File: config.mk
export PLATFORM = sky130hd
export DESIGN_NAME = supply_supervisor
export DESIGN_NICKNAME = d
export VERILOG_FILES = /design/src/rtl/sup_pkg.sv /design/src/rtl/sup_bus_watch.sv /design/src/rtl/sup_por.sv /design/src/rtl/sup_wdt.sv /design/src/rtl/supply_supervisor.sv
export SDC_FILE = /design/constraint.sdc
export NUM_CORES = 1
export LEC_CHECK = 0
export BUFFER_PORTS_ARGS = -buffer_cell sky130_fd_sc_hd__buf_2
export CAP_MARGIN = 20
export CELL_PAD_IN_SITES_DETAIL_PLACEMENT = 1
export CELL_PAD_IN_SITES_GLOBAL_PLACEMENT = 1
export CORE_MARGIN = 1.5
export CORE_UTILIZATION = 45
export DETAILED_ROUTE_END_ITERATION = 8
export GPL_ROUTABILITY_DRIVEN = 0
export PLACE_DENSITY = 0.79
export SETUP_SLACK_MARGIN = 0.05
export SYNTH_ARGS = -nofsm -noshare
export SYNTH_HDL_FRONTEND = slang
export SYNTH_SLANG_ARGS = --single-unit
File: constraint.sdc
create_clock -name clk -period 2.7 [get_ports clk]
set_clock_uncertainty 0.2 [all_clocks]
set_input_delay 0 -clock clk [delete_from_list [all_inputs] [get_ports clk]]
set_output_delay 0 -clock clk [all_outputs]
set_load 0.005 [all_outputs]
File: src/rtl/sup_pkg.sv
package sup_pkg;

    typedef enum logic [1:0] {
        KS_IDLE    = 2'd0,
        KS_START   = 2'd1,
        KS_CLOCKED = 2'd2
    } kick_st_e;

    typedef struct packed {
        logic [1:0] sda_meta;
        logic [1:0] scl_meta;
        logic       sda_prev;
        logic       scl_prev;
        kick_st_e   st;
        logic       kick;
    } bus_regs_t;

    localparam int unsigned FAULT_W   = 3;
    localparam int unsigned FB_SUPPLY = 0;
    localparam int unsigned FB_AUX    = 1;
    localparam int unsigned FB_WDT    = 2;

    function automatic int unsigned max_u(input int unsigned a, input int unsigned b);
        return (a > b) ? a : b;
    endfunction

endpackage

File: src/rtl/sup_bus_watch.sv
module sup_bus_watch
    import sup_pkg::*;
(
    input  logic clk,
    input  logic rst_n,
    input  logic sda,
    input  logic scl,
    output logic kick
);

    bus_regs_t r_q, r_d;

    logic sda_s, scl_s;
    logic sda_fall, sda_rise, scl_fall;

    assign sda_s    = r_q.sda_meta[1];
    assign scl_s    = r_q.scl_meta[1];
    assign sda_fall = r_q.sda_prev & ~sda_s;
    assign sda_rise = ~r_q.sda_prev & sda_s;
    assign scl_fall = r_q.scl_prev & ~scl_s;

    always_comb begin
        r_d          = r_q;
        r_d.sda_meta = {r_q.sda_meta[0], sda};
        r_d.scl_meta = {r_q.scl_meta[0], scl};
        r_d.sda_prev = sda_s;
        r_d.scl_prev = scl_s;
        r_d.kick     = 1'b0;
        unique case (r_q.st)
            KS_IDLE: begin
                if (sda_fall && scl_s) r_d.st = KS_START;
            end
            KS_START: begin
                if (sda_rise && scl_s) r_d.st = KS_IDLE;
                else if (scl_fall)     r_d.st = KS_CLOCKED;
            end
            KS_CLOCKED: begin
                if (sda_fall && scl_s) begin
                    r_d.st = KS_START;
                end else if (sda_rise && scl_s) begin
                    r_d.st   = KS_IDLE;
                    r_d.kick = 1'b1;
                end
            end
            default: r_d.st = KS_IDLE;
        endcase
    end

    always_ff @(posedge clk or negedge rst_n) begin
        if (!rst_n) begin
            r_q.sda_meta <= 2'b11;
            r_q.scl_meta <= 2'b11;
            r_q.sda_prev <= 1'b1;
            r_q.scl_prev <= 1'b1;
            r_q.st       <= KS_IDLE;
            r_q.kick     <= 1'b0;
        end else begin
            r_q <= r_d;
        end
    end

    assign kick = r_q.kick;

    // a restart pulse only follows a start that has seen an SCL fall
    a_r7_kick_after_clocked: assert property (@(posedge clk) disable iff (!rst_n)
        r_q.kick |-> $past(r_q.st) == KS_CLOCKED);

    // a restart always returns the detector to idle
    a_r7_kick_returns_idle: assert property (@(posedge clk) disable iff (!rst_n)
        r_q.kick |-> r_q.st == KS_IDLE);

endmodule

File: src/rtl/sup_por.sv
module sup_por
    import sup_pkg::*;
#(
    parameter int unsigned T0 = 50,
    parameter int unsigned T1 = 200,
    parameter int unsigned T2 = 400,
    parameter int unsigned T3 = 800
) (
    input  logic       clk,
    input  logic       rst_n,
    input  logic       tick,
    input  logic       supply_ok,
    input  logic [1:0] sel,
    output logic       active
);

    localparam int unsigned TMAX = max_u(max_u(T0, T1), max_u(T2, T3));
    localparam int unsigned CW   = $clog2(TMAX + 1);

    typedef struct packed {
        logic [CW-1:0] cnt;
        logic          act;
    } por_regs_t;

    por_regs_t r_q, r_d;
    logic [CW-1:0] lim;

    always_comb begin
        unique case (sel)
            2'd0:    lim = CW'(T0);
            2'd1:    lim = CW'(T1);
            2'd2:    lim = CW'(T2);
            default: lim = CW'(T3);
        endcase
    end

    always_comb begin
        r_d = r_q;
        if (!supply_ok) begin
            r_d.cnt = '0;
            r_d.act = 1'b1;
        end else if (r_q.act && tick) begin
            if (r_q.cnt >= lim - CW'(1)) begin
                r_d.cnt = '0;
                r_d.act = 1'b0;
            end else begin
                r_d.cnt = r_q.cnt + CW'(1);
            end
        end
    end

    always_ff @(posedge clk or negedge rst_n) begin
        if (!rst_n) begin
            r_q.cnt <= '0;
            r_q.act <= 1'b1;
        end else begin
            r_q <= r_d;
        end
    end

    assign active = r_q.act;

    a_r1_assert_on_low: assert property (@(posedge clk) disable iff (!rst_n)
        !supply_ok |=> r_q.act);

    a_r2_release_needs_supply: assert property (@(posedge clk) disable iff (!rst_n)
        $fell(r_q.act) |-> $past(supply_ok) && $past(tick));

    a_r3_count_restart: assert property (@(posedge clk) disable iff (!rst_n)
        !supply_ok |=> r_q.cnt == '0);

endmodule

File: src/rtl/sup_wdt.sv
module sup_wdt
    import sup_pkg::*;
#(
    parameter int unsigned I0 = 25,
    parameter int unsigned I1 = 200,
    parameter int unsigned I2 = 1400
) (
    input  logic       clk,
    input  logic       rst_n,
    input  logic       tick,
    input  logic       hold,
    input  logic       kick,
    input  logic [1:0] sel,
    output logic       bite
);

    localparam int unsigned IMAX = max_u(max_u(I0, I1), I2);
    localparam int unsigned CW   = $clog2(IMAX + 1);

    typedef struct packed {
        logic [CW-1:0] cnt;
        logic          bite;
    } wdt_regs_t;

    wdt_regs_t r_q, r_d;
    logic [CW-1:0] lim;
    logic          off;

    assign off = (sel == 2'd3);

    always_comb begin
        unique case (sel)
            2'd0:    lim = CW'(I0);
            2'd1:    lim = CW'(I1);
            default: lim = CW'(I2);
        endcase
    end

    always_comb begin
        r_d = r_q;
        if (hold || off || kick) begin
            r_d.cnt  = '0;
            r_d.bite = 1'b0;
        end else if (!r_q.bite && tick) begin
            if (r_q.cnt >= lim - CW'(1)) begin
                r_d.cnt  = '0;
                r_d.bite = 1'b1;
            end else begin
                r_d.cnt = r_q.cnt + CW'(1);
            end
        end
    end

    always_ff @(posedge clk or negedge rst_n) begin
        if (!rst_n) begin
            r_q.cnt  <= '0;
            r_q.bite <= 1'b0;
        end else begin
            r_q <= r_d;
        end
    end

    assign bite = r_q.bite;

    a_r8_hold_quiet: assert property (@(posedge clk) disable iff (!rst_n)
        hold |=> !r_q.bite && r_q.cnt == '0);

    a_r6_bite_sticky: assert property (@(posedge clk) disable iff (!rst_n)
        r_q.bite && !hold && !kick && !off |=> r_q.bite);

    a_r7_kick_clears: assert property (@(posedge clk) disable iff (!rst_n)
        kick |=> !r_q.bite && r_q.cnt == '0);

    a_r5_disabled_quiet: assert property (@(posedge clk) disable iff (!rst_n)
        off |=> !r_q.bite);

endmodule

File: src/rtl/supply_supervisor.sv
module supply_supervisor
    import sup_pkg::*;
#(
    parameter int unsigned POR_T0 = 50,
    parameter int unsigned POR_T1 = 200,
    parameter int unsigned POR_T2 = 400,
    parameter int unsigned POR_T3 = 800,
    parameter int unsigned WDT_T0 = 25,
    parameter int unsigned WDT_T1 = 200,
    parameter int unsigned WDT_T2 = 1400
) (
    input  logic               clk,
    input  logic               rst_n,
    input  logic               tick,
    input  logic               supply_ok,
    input  logic               aux_ok,
    input  logic               sda,
    input  logic               scl,
    input  logic [1:0]         por_sel,
    input  logic [1:0]         wdt_sel,
    input  logic               fault_clr,
    output logic               rst_hi,
    output logic               rst_lo_n,
    output logic               wdt_n,
    output logic               aux_fail_n,
    output logic [FAULT_W-1:0] fault_q
);

    logic por_act;
    logic kick;
    logic bite;

    sup_bus_watch u_bus (
        .clk   (clk),
        .rst_n (rst_n),
        .sda   (sda),
        .scl   (scl),
        .kick  (kick)
    );

    sup_por #(
        .T0 (POR_T0),
        .T1 (POR_T1),
        .T2 (POR_T2),
        .T3 (POR_T3)
    ) u_por (
        .clk       (clk),
        .rst_n     (rst_n),
        .tick      (tick),
        .supply_ok (supply_ok),
        .sel       (por_sel),
        .active    (por_act)
    );

    sup_wdt #(
        .I0 (WDT_T0),
        .I1 (WDT_T1),
        .I2 (WDT_T2)
    ) u_wdt (
        .clk   (clk),
        .rst_n (rst_n),
        .tick  (tick),
        .hold  (por_act),
        .kick  (kick),
        .sel   (wdt_sel),
        .bite  (bite)
    );

    logic [FAULT_W-1:0] flt_d, flt_q, flt_set;

    always_comb begin
        flt_set            = '0;
        flt_set[FB_SUPPLY] = ~supply_ok;
        flt_set[FB_AUX]    = ~aux_ok;
        flt_set[FB_WDT]    = bite;
        flt_d = (fault_clr ? '0 : flt_q) | flt_set;
    end

    always_ff @(posedge clk or negedge rst_n) begin
        if (!rst_n) flt_q <= '0;
        else        flt_q <= flt_d;
    end

    assign rst_hi     = por_act;
    assign rst_lo_n   = ~por_act;
    assign wdt_n      = ~bite;
    assign aux_fail_n = aux_ok;
    assign fault_q    = flt_q;

    a_r10_sticky: assert property (@(posedge clk) disable iff (!rst_n)
        !fault_clr |=> (flt_q & $past(flt_q)) == $past(flt_q));

    a_r10_supply_sets: assert property (@(posedge clk) disable iff (!rst_n)
        !supply_ok |=> flt_q[FB_SUPPLY]);

    a_r10_aux_sets: assert property (@(posedge clk) disable iff (!rst_n)
        !aux_ok |=> flt_q[FB_AUX]);

    a_r8_no_bite_in_reset: assert property (@(posedge clk) disable iff (!rst_n)
        rst_hi |=> wdt_n);

endmodule

==> results of run 1 <==
layout make-up:
cell class,instances,area [um^2]
Tap cell,67,83.8
Fill cell,566,2110
Timing Repair Buffer,33,225
Clock inverter,3,43.8
Sequential cell,35,885
Inverter,20,75.1
Clock buffer,5,68.8
Multi-Input combinational cell,183,1230
flip-flops by register name (all words and copies together), names as in the netlist:
name / count
u_wdt.r_q: 11
u_bus.r_d: 4
u_bus.r_q: 4
u_por.active: 1
u_bus.kick: 1
u_wdt.bite: 1
fault_q: 3
u_por.r_q: 10
metal layers:
metal / vias up / part of all wire / GRT usage
li1: 941 / - / -
met1: 944 / 0.45 / 0.309
met2: 37 / 0.49 / 0.398
met3: 11 / 0.034 / 0.0428
met4: 0 / 0.025 / 0.0922
met5: - / 0 / 0
stage by stage:
| step | std cells | hold WS (ns) | area (um^2) | setup slack, ns | util |
|---|---|---|---|---|---|
| floorplan | 242 | -0.496 | 2200 | 0.321 | - |
| global placement | 329 | -0.0954 | 2400 | 0.374 | 0.509 |
| detailed placement | 329 | -0.0918 | 2400 | 0.349 | 0.509 |
| CTS | 346 | 0.000921 | 2610 | 0.192 | 0.552 |
| global route | 346 | 0.0229 | 2610 | 0.142 | 0.552 |
| finish | 346 | 0.00473 | 2610 | 0.265 | 0.552 |
cell families after synthesis:
logic type               after synthesis  share of synthesized area
adder cells (fa/ha/maj)               26                      0.148
AND/OR/NAND/NOR                       95                      0.216
AO/OA/AOI/OAI                         55                      0.164
buffers and inverters                 24                     0.0426
XOR/XNOR                               7                     0.0278
flip-flops                            35                      0.402
cell usage after synthesis, drive strengths merged (3+ instances only):
| library cell | instances |
|---|---|
| a211o | 4 |
| a211oi | 3 |
| a21oi | 15 |
| and3 | 9 |
| clkbuf | 3 |
| dfrtp | 28 |
| dfstp | 7 |
| ha | 26 |
| inv | 20 |
| nand2 | 30 |
| nand2b | 3 |
| nand3 | 11 |
| nand4 | 4 |
| nor2 | 14 |
| nor2b | 4 |
| nor3 | 5 |
| nor4 | 4 |
| o2111ai | 4 |
| o21ai | 16 |
| o221ai | 5 |
| or3 | 3 |
| xor2 | 5 |
tightest hold or removal path: cells and delay by family:
kind                   cells  cell delay [ns]
AND/OR/NAND/NOR            2             0.13
AO/OA/AOI/OAI              1             0.07
buffers and inverters      2             0.26
how the worst max path moves through the flow:
stage | from | to | depth (start not counted)
after global routing | u_por.r_q[9]$_DFFE_PN0P_ | u_por.active$_DFFE_PN1P_ | 7
final | u_por.r_q[9]$_DFFE_PN0P_ | u_por.active$_DFFE_PN1P_ | 7
after CTS | u_por.r_q[9]$_DFFE_PN0P_ | u_por.active$_DFFE_PN1P_ | 7
after floorplan | u_wdt.r_q[9]$_DFFE_PN0P_ | u_wdt.r_q[1]$_DFFE_PN0P_ | 6
after detailed placement | u_wdt.r_q[9]$_DFFE_PN0P_ | u_wdt.r_q[1]$_DFFE_PN0P_ | 6
after global placement | u_wdt.r_q[9]$_DFFE_PN0P_ | u_wdt.r_q[1]$_DFFE_PN0P_ | 6
power groups by stage:
stage	logic, uW	clock network, uW	registers, uW
2_1_floorplan	81.5	0	574
3_3_place_gp	129	0	578
3_5_place_dp	135	0	580
4_1_cts	147	492	570
5_1_grt	168	514	574
6_report	146	480	571
timing repair:
item                                   4_1_cts  5_1_grt
endpoints found under the hold margin       38        0
hold buffers                                 9        0
resized for setup                            0        1
setup endpoints to repair                    0        1
==> flow_summary.ini, run 1 <==
[worst_setup_path]
cp-start-kind = register
cpPeakStageDelay_ns = 0.57
reg2reg_to = u_por.active$_DFFE_PN1P_
critPathRequiredTime_ns = 2.71
r2r_slack_ns = 0.26
criticalPathCategory = reg2reg
crit_path_cell_trace = ha_1 -> nand3_1 -> nor3_1 -> a21oi_2 -> o21ai_0 -> nand2_1 -> dlygate4sd3_1
end_kind = register
r2r_cells = 7
critPathSlowestCell = dlygate4sd3_1
worst-path-max-fanout = 5
crit_family = buffers and inverters
critical_path_buf_inv_count = 1
crit_arrival_ns = 2.45
regToRegStartpoint = u_por.r_q[9]$_DFFE_PN0P_

[synthesis]
syn_area_per_cell_um2 = 9.10
synth-edff-count = 0
ys_warn_count = 0
seq_area_frac_synth = 0.402
synth_cell_types = 37
ys_ff_latch = 35
syn_area_um2 = 2200
synth.top_cells.by_area = dfrtp_1 (32%), ha_1 (15%), dfstp_2 (8.4%)
async_flop_share = 1.00
synth_cells = 242
synth.net_count = 280
ys.flop_type = dfrtp_1
synth_top_area_share = 0.318
synth_top_area_cell = dfrtp_1

[sta]
slew_violations = 0
hold_violations = 0
period_share = 0.902
worstMarginPinSlew_ns = 0.777
slew_headroom = 0.482
finalSetupViolations = 0
fmax_mhz = 411
fin_setup_tns_ns = 0
rsz0062_at_grt = no
fin_crit_ns = 2.44

[min_path]
hold_start = wdt_sel[1]
holdPathStages = 5
min_path_type = in2reg
min_to = u_wdt.r_q[5]$_DFFE_PN0P_

[die]
ios = 19
row_count = 25
die_y_um = 73.0
design.die.area_um2 = 5320
coreArea_um2 = 4720
fp.dieW_um = 73.0
start_util = 0.466

[clocking]
clk_pin_slew_ns = 0.08
root_buffer = clkbuf_8
cts_tree = done
cts_sinks = 35
clock_latency_ns = 0.29
htreeDepth = 2
clockBufferDepth = 2
cts_buffers = 5
postCtsSetupBuffers = 0

[drt]
drc_errors = 0
drt_wl_total_um = 5590
dr.pass1.iters = 4
wl_per_cell_um = 16.2
vias = 1933
postRouteAntennaNets = 0
vias_per_cell = 5.59
drtIter0Drc = 118

[power_and_ir_drop]
pwr-share-comb = 0.122
leakage_uw = 0.00124
clkPwrFrac = 0.401
p_sw_uw = 312
p_int_uw = 885
p_sw_frac = 0.261
report.power.total_uw = 1200
ir_drop_mv = 0.283
seq_power_share = 0.477
powerDensity_nw_per_um2 = 459

[layout]
layout-drive-gt1-share = 0.154
syn_to_final_growth_pct = 18.5
final_common_cell = nand2_1
diodes = 0
final_cell_mix = nand2_1 (30), dfrtp_1 (28), ha_1 (26)
nets = 316

[outcome]
outcome = completed

[global_route]
grt_pass1_wl_um = 9650
grt_max_degree = 36
track_usage = 0.239
grt_overflow = 0
antenna_found_initial = 0
grt_pass1_vias = 2005

[job]
cap_viol_max_count = 0

[placed_design]
port_buffers = 18
dpl.hpwl_um = 3950
(Power assumes the default switching activity.)
==> inputs of run 2 (changes only) <==
ABC_AREA = 1   (was not set)
BUFFER_PORTS_ARGS = not set   (was -buffer_cell sky130_fd_sc_hd__buf_2)
DONT_BUFFER_PORTS = 1   (was not set)
PLACE_DENSITY = 0.77   (was 0.79)
==> flow_summary.ini, run 2 <==
[worst_setup_path]
r2r_slack_ns = 0.24
critPathRequiredTime_ns = 2.67
cpMostUsedCell = dlygate4sd3_1
end_kind = register
crit_path_cell_trace = inv_1 -> nand3_2 -> inv_2 -> nand3_1 -> dlygate4sd3_1 -> o22ai_1 -> dlygate4sd3_1
cp-start-kind = register
crit_family = buffers and inverters
worst-path-max-fanout = 4
critPathSlowestCell = dfstp_2
criticalPathCategory = reg2reg
crit_arrival_ns = 2.43
critical_path_buf_inv_count = 4
cpPeakStageDelay_ns = 0.58

[job]
cap_viol_max_count = 0

[clocking]
clock_latency_ns = 0.29
root_buffer = clkbuf_8
cts_repair_resize_count = 0
cts_buffers = 5
htreeDepth = 2
clockBufferDepth = 2
cts_sinks = 35
cts_tree = done
clk_pin_slew_ns = 0.06

[synthesis]
synth_most_common_cell = nand2_1
ys.flop_type = dfrtp_1
synth.net_count = 326
seq_area_frac_synth = 0.387
syn_area_per_cell_um2 = 7.95
ys_ff_latch = 35
synth.top_cells.by_area = dfrtp_1 (31%), ha_1 (14%), nand2_1 (13%)
synth_top_area_cell = dfrtp_1
synth-edff-count = 0
ys_warn_count = 0
syn_area_um2 = 2290
async_flop_share = 1.00
netlist_top_cells_count = nand2_1 (79), inv_1 (40), nor2_1 (29)
synth_cells = 288
synth_cell_types = 25
synth_top_area_share = 0.306

[sta]
period_share = 0.911
slew_violations = 0
worstMarginPinSlew_ns = 0.448
fin_crit_ns = 2.46
hold_violations = 0
slew_headroom = 0.700
fmax_mhz = 407
rsz0062_at_grt = no
finalSetupViolations = 0
timing.hold.ws_ns = 0.0497
fin_setup_tns_ns = 0

[layout]
regMostFlops = u_wdt.r_q
syn_to_final_growth_pct = 13.3
multiInputGateArea_um2 = 1220
regArea_um2 = 885
final_cell_mix = nand2_1 (79), inv_1 (40), nor2_1 (29)
diodes = 0
nFillCells = 625
largestRegisters = u_wdt.r_q (11), u_por.r_q (10)
layout-drive-gt1-share = 0.114
largest_register_ffs = 11
nets = 344
final_common_cell = nand2_1
final_core_util = 0.538

[min_path]
min_path_type = in2reg

[die]
row_count = 25
fp.dieW_um = 74.3
die_y_um = 74.3
start_util = 0.475
design.die.area_um2 = 5520
ios = 19
coreArea_um2 = 4820

[power_and_ir_drop]
powerDensity_nw_per_um2 = 448
leakage_uw = 0.00131
ir_drop_mv = 0.293

[drt]
vias_per_cell = 5.13
wl_per_cell_um = 15.0
postRouteAntennaNets = 0
vias = 1917
drc_errors = 0
drtIter0Drc = 82
dr.pass1.iters = 4
drt_wl_total_um = 5600

[placed_design]
port_buffers = 0
dpl.hpwl_um = 3880

[global_route]
grt_overflow = 0
grt_pass1_wl_um = 9540
grt_pass1_vias = 2015
track_usage = 0.230
grt_max_degree = 29
antenna_found_initial = 0

[outcome]
outcome = completed
==> run 2: report_power, final <==
part	internal [uW]	switching [uW]	total (uW)
logic	73.4	125	198
registers	564	35.7	599
clock network	181	183	364
==> run 2: cells by family (layout without fill, tap and decap cells) <==
| family | after synthesis | in the layout | share of synthesized area |
|---|---|---|---|
| DFF | 35 | 35 | 0.387 |
| xor gates and xnor gates | 8 | 8 | 0.0306 |
| and+or+nand+nor | 143 | 143 | 0.278 |
| adders and majority gates | 26 | 26 | 0.142 |
| AOI/OAI and AO/OA | 30 | 30 | 0.0831 |
| buffers and inverters | 46 | 65 | 0.0793 |
==> run 2: worst paths after layout <==
check	endpoint	from	depth (start not counted)
max	u_wdt.bite$_DFFE_PN0P_	u_por.active$_DFFE_PN1P_	7
min	u_bus.r_d[8]$_DFF_PN1_	sda	1
max reg2reg	u_wdt.bite$_DFFE_PN0P_	u_por.active$_DFFE_PN1P_	7
min reg2reg	u_bus.r_d[3]$_DFF_PN1_	u_bus.r_d[6]$_DFF_PN1_	0
max in group asynchronous	fault_q[2]$_DFF_PN0_	rst_n	3
min in group asynchronous	u_wdt.r_q[1]$_DFFE_PN0P_	rst_n	3
==> run 2: worst register-to-register path, delay by kind of cell, from the launching register on <==
| family | cells | cell delay [ns] |
|---|---|---|
| simple gates | 2 | 0.18 |
| compound gates | 1 | 0.09 |
| flops | 1 | 0.58 |
| buf+inv | 4 | 1.30 |
==> run 2: metrics by stage <==
stage / cell area, um^2 / power [uW] / setup slack (ns) / instances
after floorplan: 2290 / 729 / 0.959 / 288
after CTS: 2590 / 1170 / 0.292 / 374
after global routing: 2590 / 1230 / 0.128 / 374
final: 2590 / 1160 / 0.241 / 374
after global placement: 2350 / 763 / 0.748 / 352
after detailed placement: 2350 / 773 / 0.722 / 352
==> run 2: area by class of cell <==
| cell class | instances | area share |
|---|---|---|
| multi-input cells | 207 | 0.471 |
| repair buffers | 14 | 0.0617 |
| flip-flops and latches | 35 | 0.341 |
| inverters | 43 | 0.0622 |
| clock buffers | 7 | 0.0294 |
| well taps | 67 | 0.0323 |
| clock inverters | 1 | 0.00193 |
==> run 2: repair_timing <==
| action | CTS | global route |
|---|---|---|
| endpoints found under the setup margin | 0 | 0 |
| buffers inserted | 0 | 0 |
| hold buffers | 14 | 0 |
| endpoints found under the hold margin | 54 | 0 |
==> run 2: routing by layer <==
metal / track usage / vias up / wire (um)
met3: 0.0379 / 10 / 83
met5: 0 / - / 0
li1: - / 956 / -
met4: 0.0646 / 0 / 86
met1: 0.266 / 936 / 2350
met2: 0.436 / 15 / 3080
